File: src/rtl/uart_modem_pkg.sv
package uart_modem_pkg;
  localparam int MCR_W    = 6;
  localparam int REG_W    = 8;
  localparam int N_LINES  = 4;
  // control bit positions
  localparam int C_DTR    = 0;
  localparam int C_RTS    = 1;
  localparam int C_OUT1   = 2;
  localparam int C_OUT2   = 3;
  localparam int C_LOOP   = 4;
  localparam int C_AFE    = 5;
  // line index, equals flag bit and level bit minus N_LINES
  localparam int L_CTS    = 0;
  localparam int L_DSR    = 1;
  localparam int L_RI     = 2;
  localparam int L_DCD    = 3;
  localparam logic ADDR_CTRL = 1'b0;
  localparam logic ADDR_STAT = 1'b1;
endpackage

File: src/rtl/uart_mdm_sync.sv
module uart_mdm_sync #(
  parameter int WIDTH   = 4,
  parameter int STAGES  = 2,
  parameter logic RST_V = 1'b1
) (
  input  logic             clk,
  input  logic             rst,
  input  logic [WIDTH-1:0] d,
  output logic [WIDTH-1:0] q
);
  logic [WIDTH-1:0] chain [STAGES];

  genvar s;
  generate
    for (s = 0; s < STAGES; s++) begin : g_stage
      always_ff @(posedge clk) begin
        if (rst) chain[s] <= {WIDTH{RST_V}};
        else if (s == 0) chain[s] <= d;
        else chain[s] <= chain[(s == 0) ? 0 : s-1];
      end
    end
  endgenerate

  assign q = chain[STAGES-1];
endmodule

File: src/rtl/uart_mdm_edge.sv
module uart_mdm_edge #(
  parameter bit FALL_ONLY = 1'b0
) (
  input  logic clk,
  input  logic rst,
  input  logic level,
  input  logic clr,
  output logic chg,
  output logic flag
);
  logic prev_q;

  generate
    if (FALL_ONLY) begin : g_fall
      assign chg = prev_q & ~level;
    end else begin : g_any
      assign chg = prev_q ^ level;
    end
  endgenerate

  always_ff @(posedge clk) begin
    if (rst) begin
      prev_q <= 1'b0;
      flag   <= 1'b0;
    end else begin
      prev_q <= level;
      if (chg)      flag <= 1'b1;
      else if (clr) flag <= 1'b0;
    end
  end
endmodule

File: src/rtl/uart_mdm_flow.sv
module uart_mdm_flow (
  input  logic afe,
  input  logic rts,
  output logic auto_rts,
  output logic auto_cts
);
  always_comb begin
    auto_cts = afe;
    auto_rts = afe & rts;
  end
endmodule

File: src/rtl/uart_modem_ctl.sv
module uart_modem_ctl
  import uart_modem_pkg::*;
#(
  parameter int SYNC_STAGES = 2
) (
  input  logic             clk,
  input  logic             rst,
  input  logic             reg_addr,
  input  logic             wr_en,
  input  logic             rd_en,
  input  logic [MCR_W-1:0] wr_data,
  output logic [REG_W-1:0] rd_data,
  input  logic             msi_en,
  input  logic             cts_n,
  input  logic             dsr_n,
  input  logic             dcd_n,
  input  logic             ri_n,
  output logic             dtr_n,
  output logic             rts_n,
  output logic             out1_n,
  output logic             out2_n,
  input  logic             tx_bit,
  output logic             rx_bit,
  input  logic             sin,
  output logic             sout,
  output logic             auto_rts_en,
  output logic             auto_cts_en,
  output logic             modem_irq
);
  localparam int PAD_W = REG_W - MCR_W;

  logic [MCR_W-1:0]   mcr_q;
  logic [N_LINES-1:0] pin_n, sync_n, ext_lvl, lb_lvl, lvl;
  logic [N_LINES-1:0] chg_vec, flags_q;
  logic               loop_on, stat_rd;

  assign loop_on = mcr_q[C_LOOP];
  assign stat_rd = rd_en && (reg_addr == ADDR_STAT);

  // control register
  always_ff @(posedge clk) begin
    if (rst) mcr_q <= '0;
    else if (wr_en && reg_addr == ADDR_CTRL) mcr_q <= wr_data;
  end

  // input synchronizer, pins idle high
  always_comb begin
    pin_n[L_CTS] = cts_n;
    pin_n[L_DSR] = dsr_n;
    pin_n[L_RI]  = ri_n;
    pin_n[L_DCD] = dcd_n;
  end

  uart_mdm_sync #(.WIDTH(N_LINES), .STAGES(SYNC_STAGES), .RST_V(1'b1)) u_sync (
    .clk (clk),
    .rst (rst),
    .d   (pin_n),
    .q   (sync_n)
  );

  always_comb begin
    ext_lvl        = ~sync_n;
    lb_lvl[L_CTS]  = mcr_q[C_RTS];
    lb_lvl[L_DSR]  = mcr_q[C_DTR];
    lb_lvl[L_RI]   = mcr_q[C_OUT1];
    lb_lvl[L_DCD]  = mcr_q[C_OUT2];
    lvl            = loop_on ? lb_lvl : ext_lvl;
  end

  // per-line change detection
  genvar i;
  generate
    for (i = 0; i < N_LINES; i++) begin : g_line
      uart_mdm_edge #(.FALL_ONLY(i == L_RI)) u_edge (
        .clk   (clk),
        .rst   (rst),
        .level (lvl[i]),
        .clr   (stat_rd),
        .chg   (chg_vec[i]),
        .flag  (flags_q[i])
      );
    end
  endgenerate

  // read data
  always_ff @(posedge clk) begin
    if (rst) rd_data <= '0;
    else if (rd_en) begin
      if (reg_addr == ADDR_STAT) rd_data <= {lvl[L_DCD], lvl[L_RI], lvl[L_DSR], lvl[L_CTS], flags_q};
      else                       rd_data <= {{PAD_W{1'b0}}, mcr_q};
    end
  end

  // output pins and serial paths
  always_ff @(posedge clk) begin
    if (rst) begin
      dtr_n  <= 1'b1;
      rts_n  <= 1'b1;
      out1_n <= 1'b1;
      out2_n <= 1'b1;
      sout   <= 1'b1;
      rx_bit <= 1'b1;
    end else begin
      dtr_n  <= loop_on | ~mcr_q[C_DTR];
      rts_n  <= loop_on | ~mcr_q[C_RTS];
      out1_n <= loop_on | ~mcr_q[C_OUT1];
      out2_n <= loop_on | ~mcr_q[C_OUT2];
      sout   <= loop_on | tx_bit;
      rx_bit <= loop_on ? tx_bit : sin;
    end
  end

  uart_mdm_flow u_flow (
    .afe      (mcr_q[C_AFE]),
    .rts      (mcr_q[C_RTS]),
    .auto_rts (auto_rts_en),
    .auto_cts (auto_cts_en)
  );

  // interrupt request
  always_comb begin
    modem_irq = msi_en & ((flags_q[L_CTS] & ~mcr_q[C_AFE]) | flags_q[L_DSR] |
                          flags_q[L_RI] | flags_q[L_DCD]);
  end
endmodule

File: config.mk
export PLATFORM = sky130hd
export DESIGN_NAME = uart_modem_ctl
export DESIGN_NICKNAME = d
export VERILOG_FILES = /design/src/rtl/uart_modem_pkg.sv /design/src/rtl/uart_mdm_sync.sv /design/src/rtl/uart_mdm_edge.sv /design/src/rtl/uart_mdm_flow.sv /design/src/rtl/uart_modem_ctl.sv
export SDC_FILE = /design/constraint.sdc
export NUM_CORES = 1
export LEC_CHECK = 0
export BUFFER_PORTS_ARGS = -buffer_cell sky130_fd_sc_hd__buf_2
export CORE_ASPECT_RATIO = 0.8
export CORE_UTILIZATION = 45
export DETAILED_ROUTE_END_ITERATION = 10
export PLACE_DENSITY = 0.7
export SLEW_MARGIN = 10
export SYNTH_ARGS = -nofsm -noshare
export SYNTH_HDL_FRONTEND = slang
export SYNTH_SLANG_ARGS = --single-unit
File: constraint.sdc
create_clock -name clk -period 1.7 [get_ports clk]
set_clock_uncertainty 0.15 [all_clocks]
set_input_delay 0.17 -clock clk [delete_from_list [all_inputs] [get_ports clk]]
set_output_delay 0.17 -clock clk [all_outputs]
set_load 0.02 [all_outputs]
==> impl_metrics.json, run 1 <==
{
  "dp.cells": 199,
  "grt_pass1_wl_mm": 4.13,
  "synth.distinct_cells": 32,
  "violations": "hold timing",
  "cts_max_path_buffers": 2,
  "die_h_um": 51.3,
  "async_flop_share_pct": 0,
  "maxSlewHeadroom_pct": 62.9,
  "r2r_start": "mcr_q[4]",
  "synthCells": 132,
  "synth_top_cells_by_area": "dfxtp_1 53%, mux2i_1 7.3%, nor2_1 4.4%, or2_2 3.7%, nand2_1 3.3%",
  "crit_required_ns": 1.38,
  "synth-compound-area-share_pct": 11.3,
  "wirelength_mm": 2.54,
  "synth_fp_nets": 150,
  "path_class": "flop to output pin",
  "setup.worst_path.end": "modem_irq",
  "wl_per_cell_um": 11.7,
  "seqCellArea_um2": 721,
  "synthToLayoutAreaGrowth_pct": 28.0,
  "yosys.area_share.simple_pct": 25.4,
  "synth_xor_xnor_area_share_pct": 0,
  "fin_tns_setup_ns": 0,
  "cp.depth": 3,
  "rsz0062_at_grt": "no",
  "grt_max_degree": 34,
  "power.density_mw_per_mm2": 995,
  "period_share_pct": 90.8,
  "clk_pin_slew_worst_paths_ns": 0.07,
  "reg2reg_to": "rd_data[6]",
  "gp_congestion": 0.733,
  "rows": 17,
  "crit_fanout": 5,
  "cp_top_family": "flip-flops",
  "numCtsBuffers": 5,
  "hold_class": "input pin to flop",
  "design.core.area_mm2": 0.00283,
  "cts_tree": "done",
  "r2r_cells": 3,
  "synthTopCellsByCount": "36 x dfxtp_1, 16 x nor2_1, 12 x nand2_1",
  "n_fill_cell": 242,
  "place.port_buffers": 34,
  "chipWidth_um": 63.6,
  "synth.most_common_cell": "dfxtp_1",
  "synth.ff_latch_count": 36,
  "tightestPinTransition_ns": 0.557,
  "antenna_found_initial": 0,
  "max_cap_violations": 0,
  "fin_cells": 217,
  "syn_area_mm2": 0.00137,
  "vias": 1029,
  "post_cts_resized": 0,
  "drt-pass1-iter-count": 4,
  "synth_area_leader_cell": "dfxtp_1",
  "start_util_pct": 48.3,
  "avgSynthCellArea_um2": 10.3,
  "hold_depth": 3,
  "hold_buffers": 10,
  "dieArea_mm2": 0.00326,
  "multiInputGateArea_um2": 601,
  "fin_crit_ns": 1.54,
  "grt_usage_pct": 17.6,
  "hold_violations": 1,
  "fmaxAchievable_mhz": 648,
  "dpl_worst_slack_ns": 0.233,
  "synth-edff-count": 0,
  "cp_cell_sequence": "nor2b_1, o41a_1, buf_2",
  "startpoint_type": "flop",
  "muxShareOfSynthArea_pct": 7.33,
  "routed_via_density": 4.74,
  "cts_setup_buffers": 0,
  "crit_path_start": "mcr_q[5]",
  "critical_path_arrival_ns": 1.22,
  "synth-adder-area-share_pct": 0,
  "slowest_stage": "dfxtp_1",
  "max_stage_delay_ns": 0.40,
  "synth_top_family_by_area": "simple AND/OR/NAND/NOR gates",
  "drc": 0,
  "grt_pass1_vias": 921,
  "status": "complete, but fails checks",
  "diodes": 0,
  "clk_latency_ns": 0.28,
  "hold_ws_ns": -0.00381,
  "peakVddDrop_mv": 0.742,
  "dr.first_iter.drc_count": 77,
  "yosysSeqAreaShare_pct": 52.8,
  "clock_sinks": 36,
  "drv_slew": 0,
  "hpwl_mm": 1.73,
  "drive_gt1_share_pct": 33.5,
  "synth_flop_cell": "dfxtp_1",
  "ff2ff_setup_slack_ns": 0.25,
  "cp.buffers_inverters": 1,
  "ant_nets": 0,
  "overflow": 0,
  "h-tree-depth": 2,
  "io_pins": 35,
  "yosysTopAreaCellShare_pct": 52.8,
  "cts_root_buf": "clkbuf_8",
  "ys_warn_count": 0,
  "p_leak_nw": 0.737,
  "nNetsFinal": 196,
  "cp-end-kind": "output pin",
  "worst_slack_ns": 0.156,
  "setup_viol": 0
}
==> through the flow <==
step	hold WS (ns)	instance area, um2	util, %	power, W
2_1_floorplan	0.0916	1370	-	0.00107
3_3_place_gp	0.203	1560	55.1	0.00113
3_5_place_dp	0.204	1560	55.1	0.00113
4_1_cts	0.000385	1750	61.8	0.00176
5_1_grt	0.0214	1750	61.8	0.00182
6_report	-0.00381	1750	61.8	0.00174
==> report_power, final <==
part | leakage [nW] | internal (W) | switching (W) | total, W
Sequential | 0.296 | 0.000889 | 0.0000297 | 0.000919
Combinational | 0.395 | 0.000108 | 0.000105 | 0.000213
Clock | 0.0455 | 0.000330 | 0.000279 | 0.000609
==> worst reg2reg max path, delay by kind of cell, from the launching register on <==
kind,cells,cell delay (ns)
and+or+nand+nor,2,0.42
DFF,1,0.57
AOI/OAI and AO/OA,1,0.24
==> layout make-up <==
class,count,area share (%)
inverter,1,0.215
tap,38,2.72
timing repair buffer,46,16.3
sequential,36,41.2
multi-input combinational,88,34.4
clock buffer,8,5.15
==> registers in the layout, summed over array words and instances, names as in the netlist <==
register,flops
dtr_n,1
g_line.u_edge.flag,4
g_line.u_edge.prev_q,4
mcr_q,6
out1_n,1
out2_n,1
rd_data,8
rts_n,1
rx_bit,1
sout,1
u_sync.chain,8
==> routing by layer <==
| metal | vias to the layer above | GRT usage, % | routed length (um) |
|---|---|---|---|
| met5 | - | 0 | 0 |
| li1 | 537 | - | - |
| met4 | 0 | 11.7 | 52 |
| met2 | 23 | 27.3 | 1180 |
| met1 | 462 | 20.4 | 1190 |
| met3 | 7 | 6.70 | 113 |
==> logic make-up after synthesis <==
kind of cell    after synthesis
simple gates                 60
buf+inv                       8
compound gates               18
mux                          10
flops                        36
==> worst min path at each step <==
stage          startpoint                 end  slack (ns)
5_1_grt        wr_data[3]            mcr_q[3]        0.02
3_3_place_gp        dcd_n  u_sync.chain[0][3]        0.20
6_report       wr_data[3]            mcr_q[3]      -0.004
2_1_floorplan         rst          rd_data[6]        0.09
3_5_place_dp        cts_n  u_sync.chain[0][0]        0.20
4_1_cts        wr_data[3]            mcr_q[3]      0.0004
==> cells in the final DEF (no fill, tap or decap), types with 4 or more instances in the layout <==
cell            n
or2_2           8
nor2_1         16
a211oi_1        4
dfxtp_1        36
dlygate4sd3_1  10
buf_2          34
clkbuf_8        6
nand2_1        12
mux2i_1        10
Note: power is estimated with default switching activity, not from simulation.
==> inputs of run 2 (changes only) <==
- SYNTH_HIERARCHICAL: default -> 1
==> run 2 against run 1 <==
The flow now finishes without violations. Fmax barely moved. Worst hold slack improved by 0.026 ns. Sequential power fell by 1%. Worst setup slack improved by 0.0014 ns. Sequential share of layout area rose by 1.1 points. Core utilization fell by 1.6 points. Register-to-register slack got worse by 0.08 ns. Die area did not move. Final cell count fell by 5.1%.
==> impl_metrics.json, run 2 <==
{
  "grt_pass1_vias": 937,
  "synthTopCellsByCount": "36 x dfxtp_1, 15 x mux2i_1, 12 x nor2_1",
  "antenna_found_initial": 0,
  "max_cap_violations": 0,
  "clk_pin_slew_worst_paths_ns": 0.06,
  "drc": 0,
  "numCtsBuffers": 5,
  "synth_area_leader_cell": "dfxtp_1",
  "synth_fp_nets": 143,
  "crit_required_ns": 1.38,
  "top_layer_used": "met4",
  "hold_class": "input pin to flop",
  "whs_endpoint": "mcr_q[4]",
  "gp_congestion": 0.747,
  "yosysSeqAreaShare_pct": 52.8,
  "setup_viol": 0,
  "hold_buffers": 11,
  "fin_cells": 206,
  "drt-pass1-iter-count": 4,
  "largestRegisters": "rd_data: 8 flops, u_sync/chain: 8 flops, mcr_q: 6 flops",
  "r2r_cells": 3,
  "die_h_um": 51.3,
  "vias": 997,
  "peakVddDrop_mv": 0.651,
  "ff2ff_setup_slack_ns": 0.17,
  "hpwl_mm": 1.85,
  "routed_via_density": 4.84,
  "cts_root_buf": "clkbuf_8",
  "rows": 17,
  "synthToLayoutAreaGrowth_pct": 24.7,
  "r2r_start": "mcr_q[4]",
  "ant_nets": 0,
  "yosysTopAreaCellShare_pct": 52.8,
  "final_common_cell": "dfxtp_1",
  "placed_area_mm2": 0.00152,
  "maxSlewHeadroom_pct": 70.8,
  "place.port_buffers": 34,
  "wl_per_cell_um": 13.0,
  "drv_slew": 0,
  "diodes": 0,
  "async_flop_share_pct": 0,
  "synth.distinct_cells": 20,
  "synth-compound-area-share_pct": 9.81,
  "synthCells": 125,
  "power.density_mw_per_mm2": 945,
  "final_cell_area_mm2": 0.00170,
  "synth-adder-area-share_pct": 0,
  "muxShareOfSynthArea_pct": 11.0,
  "synth.most_common_cell": "dfxtp_1",
  "cts_setup_buffers": 0,
  "nNetsFinal": 188,
  "grt_max_degree": 25,
  "chipWidth_um": 63.6,
  "startpoint_type": "flop",
  "synth_xor_xnor_area_share_pct": 1.92,
  "drive_gt1_share_pct": 25.6,
  "hold_violations": 0,
  "status": "finished clean",
  "dr_wl_met3_um": 144,
  "synth_flop_cell": "dfxtp_1",
  "h-tree-depth": 2,
  "fin_tns_setup_ns": 0,
  "path_class": "flop to output pin",
  "grt_usage_pct": 18.6,
  "tightestPinTransition_ns": 0.437,
  "cts_tree": "done",
  "synth.ff_latch_count": 36,
  "clk_latency_ns": 0.28,
  "grt_pass1_wl_mm": 4.40,
  "design.core.area_mm2": 0.00283,
  "power_w": 0.00161,
  "ys_warn_count": 6,
  "reg2reg_to": "g_line[1].u_edge/flag",
  "fmaxAchievable_mhz": 648,
  "yosys.area_share.simple_pct": 18.2,
  "synth_top_cells_by_area": "dfxtp_1 53%, mux2i_1 11%, nor2b_1 4.1%, a31o_1 3.8%, or2_1 3.7%",
  "post_cts_resized": 0,
  "layout_common_cells": "36 x dfxtp_1, 34 x buf_2, 15 x mux2i_1",
  "wl_met2_mm": 1.20,
  "met1Wirelength_mm": 1.28,
  "period_share_pct": 90.8,
  "rsz0062_at_grt": "no",
  "crit_path_start": "mcr_q[5]",
  "critical_path_arrival_ns": 1.22,
  "avgSynthCellArea_um2": 10.9,
  "synth-edff-count": 0,
  "hp-start": "wr_data[4]",
  "start_util_pct": 48.3,
  "synth_top_family_by_area": "simple AND/OR/NAND/NOR gates",
  "syn_area_mm2": 0.00137,
  "p_leak_nw": 0.771,
  "dieArea_mm2": 0.00326,
  "overflow": 0,
  "crit_fanout": 5,
  "dp.cells": 190,
  "clock_sinks": 36,
  "cp-end-kind": "output pin",
  "io_pins": 35,
  "cts_max_path_buffers": 2,
  "wirelength_mm": 2.67,
  "dr.first_iter.drc_count": 22,
  "hold_depth": 3,
  "fin_crit_ns": 1.54
}
-- run 2: cell count changes after synthesis, sizes merged, moves of 5 or more --
| cell | previous run | this run |
|---|---|---|
| nand2 | 12 | 5 |
| mux2i | 10 | 15 |
| a31o | 0 | 6 |
| nor2b | 4 | 11 |
| nand2b | 6 | 0 |
-- run 2: critical path: stages (launching register included) --
cell and delay (ns):
dfxtp_1 0.40, nor2b_1 0.07, o41a_1 0.31, buf_2 0.17
-- run 2: layer usage --
metal	vias to the layer above	track usage [%]
met4	0	11.7
met5	-	0
met1	461	22.1
met3	5	5.13
li1	501	-
met2	30	30.0
-- run 2: how the worst max path moves through the flow --
stage,slack [ns],to
5_1_grt,0.04,g_line[1].u_edge/flag
4_1_cts,0.13,modem_irq
6_report,0.16,modem_irq
2_1_floorplan,0.43,g_line[2].u_edge/flag
3_3_place_gp,0.27,g_line[2].u_edge/flag
3_5_place_dp,0.19,g_line[1].u_edge/flag
-- run 2: cells by family (layout without fill, tap and decap cells) --
logic type,Yosys count,count (layout)
and+or+nand+nor,43,43
DFF,36,36
AOI/OAI and AO/OA,15,15
muxes,15,15
buffers and inverters,13,56
xor gates and xnor gates,3,3
-- run 2: final cells by class --
cell class,count,area (um2)
Multi-Input combinational cell,76,559
Fill cell,244,1130
Sequential cell,36,721
Clock buffer,5,68.8
Timing Repair Buffer,46,288
Inverter,5,18.8
Tap cell,38,47.5
-- run 2: power by group --
| group | switching, W | internal [W] | leakage, nW |
|---|---|---|---|
| registers | 0.0000258 | 0.000883 | 0.296 |
| logic | 0.0000925 | 0.0000912 | 0.439 |
| clock network | 0.000254 | 0.000263 | 0.0359 |
| total | 0.000372 | 0.00124 | 0.771 |
-- run 2: metrics by stage --
stage / setup slack (ns) / utilization, % / hold slack (ns)
3_3_place_gp: 0.270 / 53.9 / 0.197
5_1_grt: 0.0425 / 60.2 / 0.0710
2_1_floorplan: 0.434 / - / 0.0916
6_report: 0.157 / 60.2 / 0.0218
3_5_place_dp: 0.189 / 53.9 / 0.200
4_1_cts: 0.134 / 60.2 / 0.0132
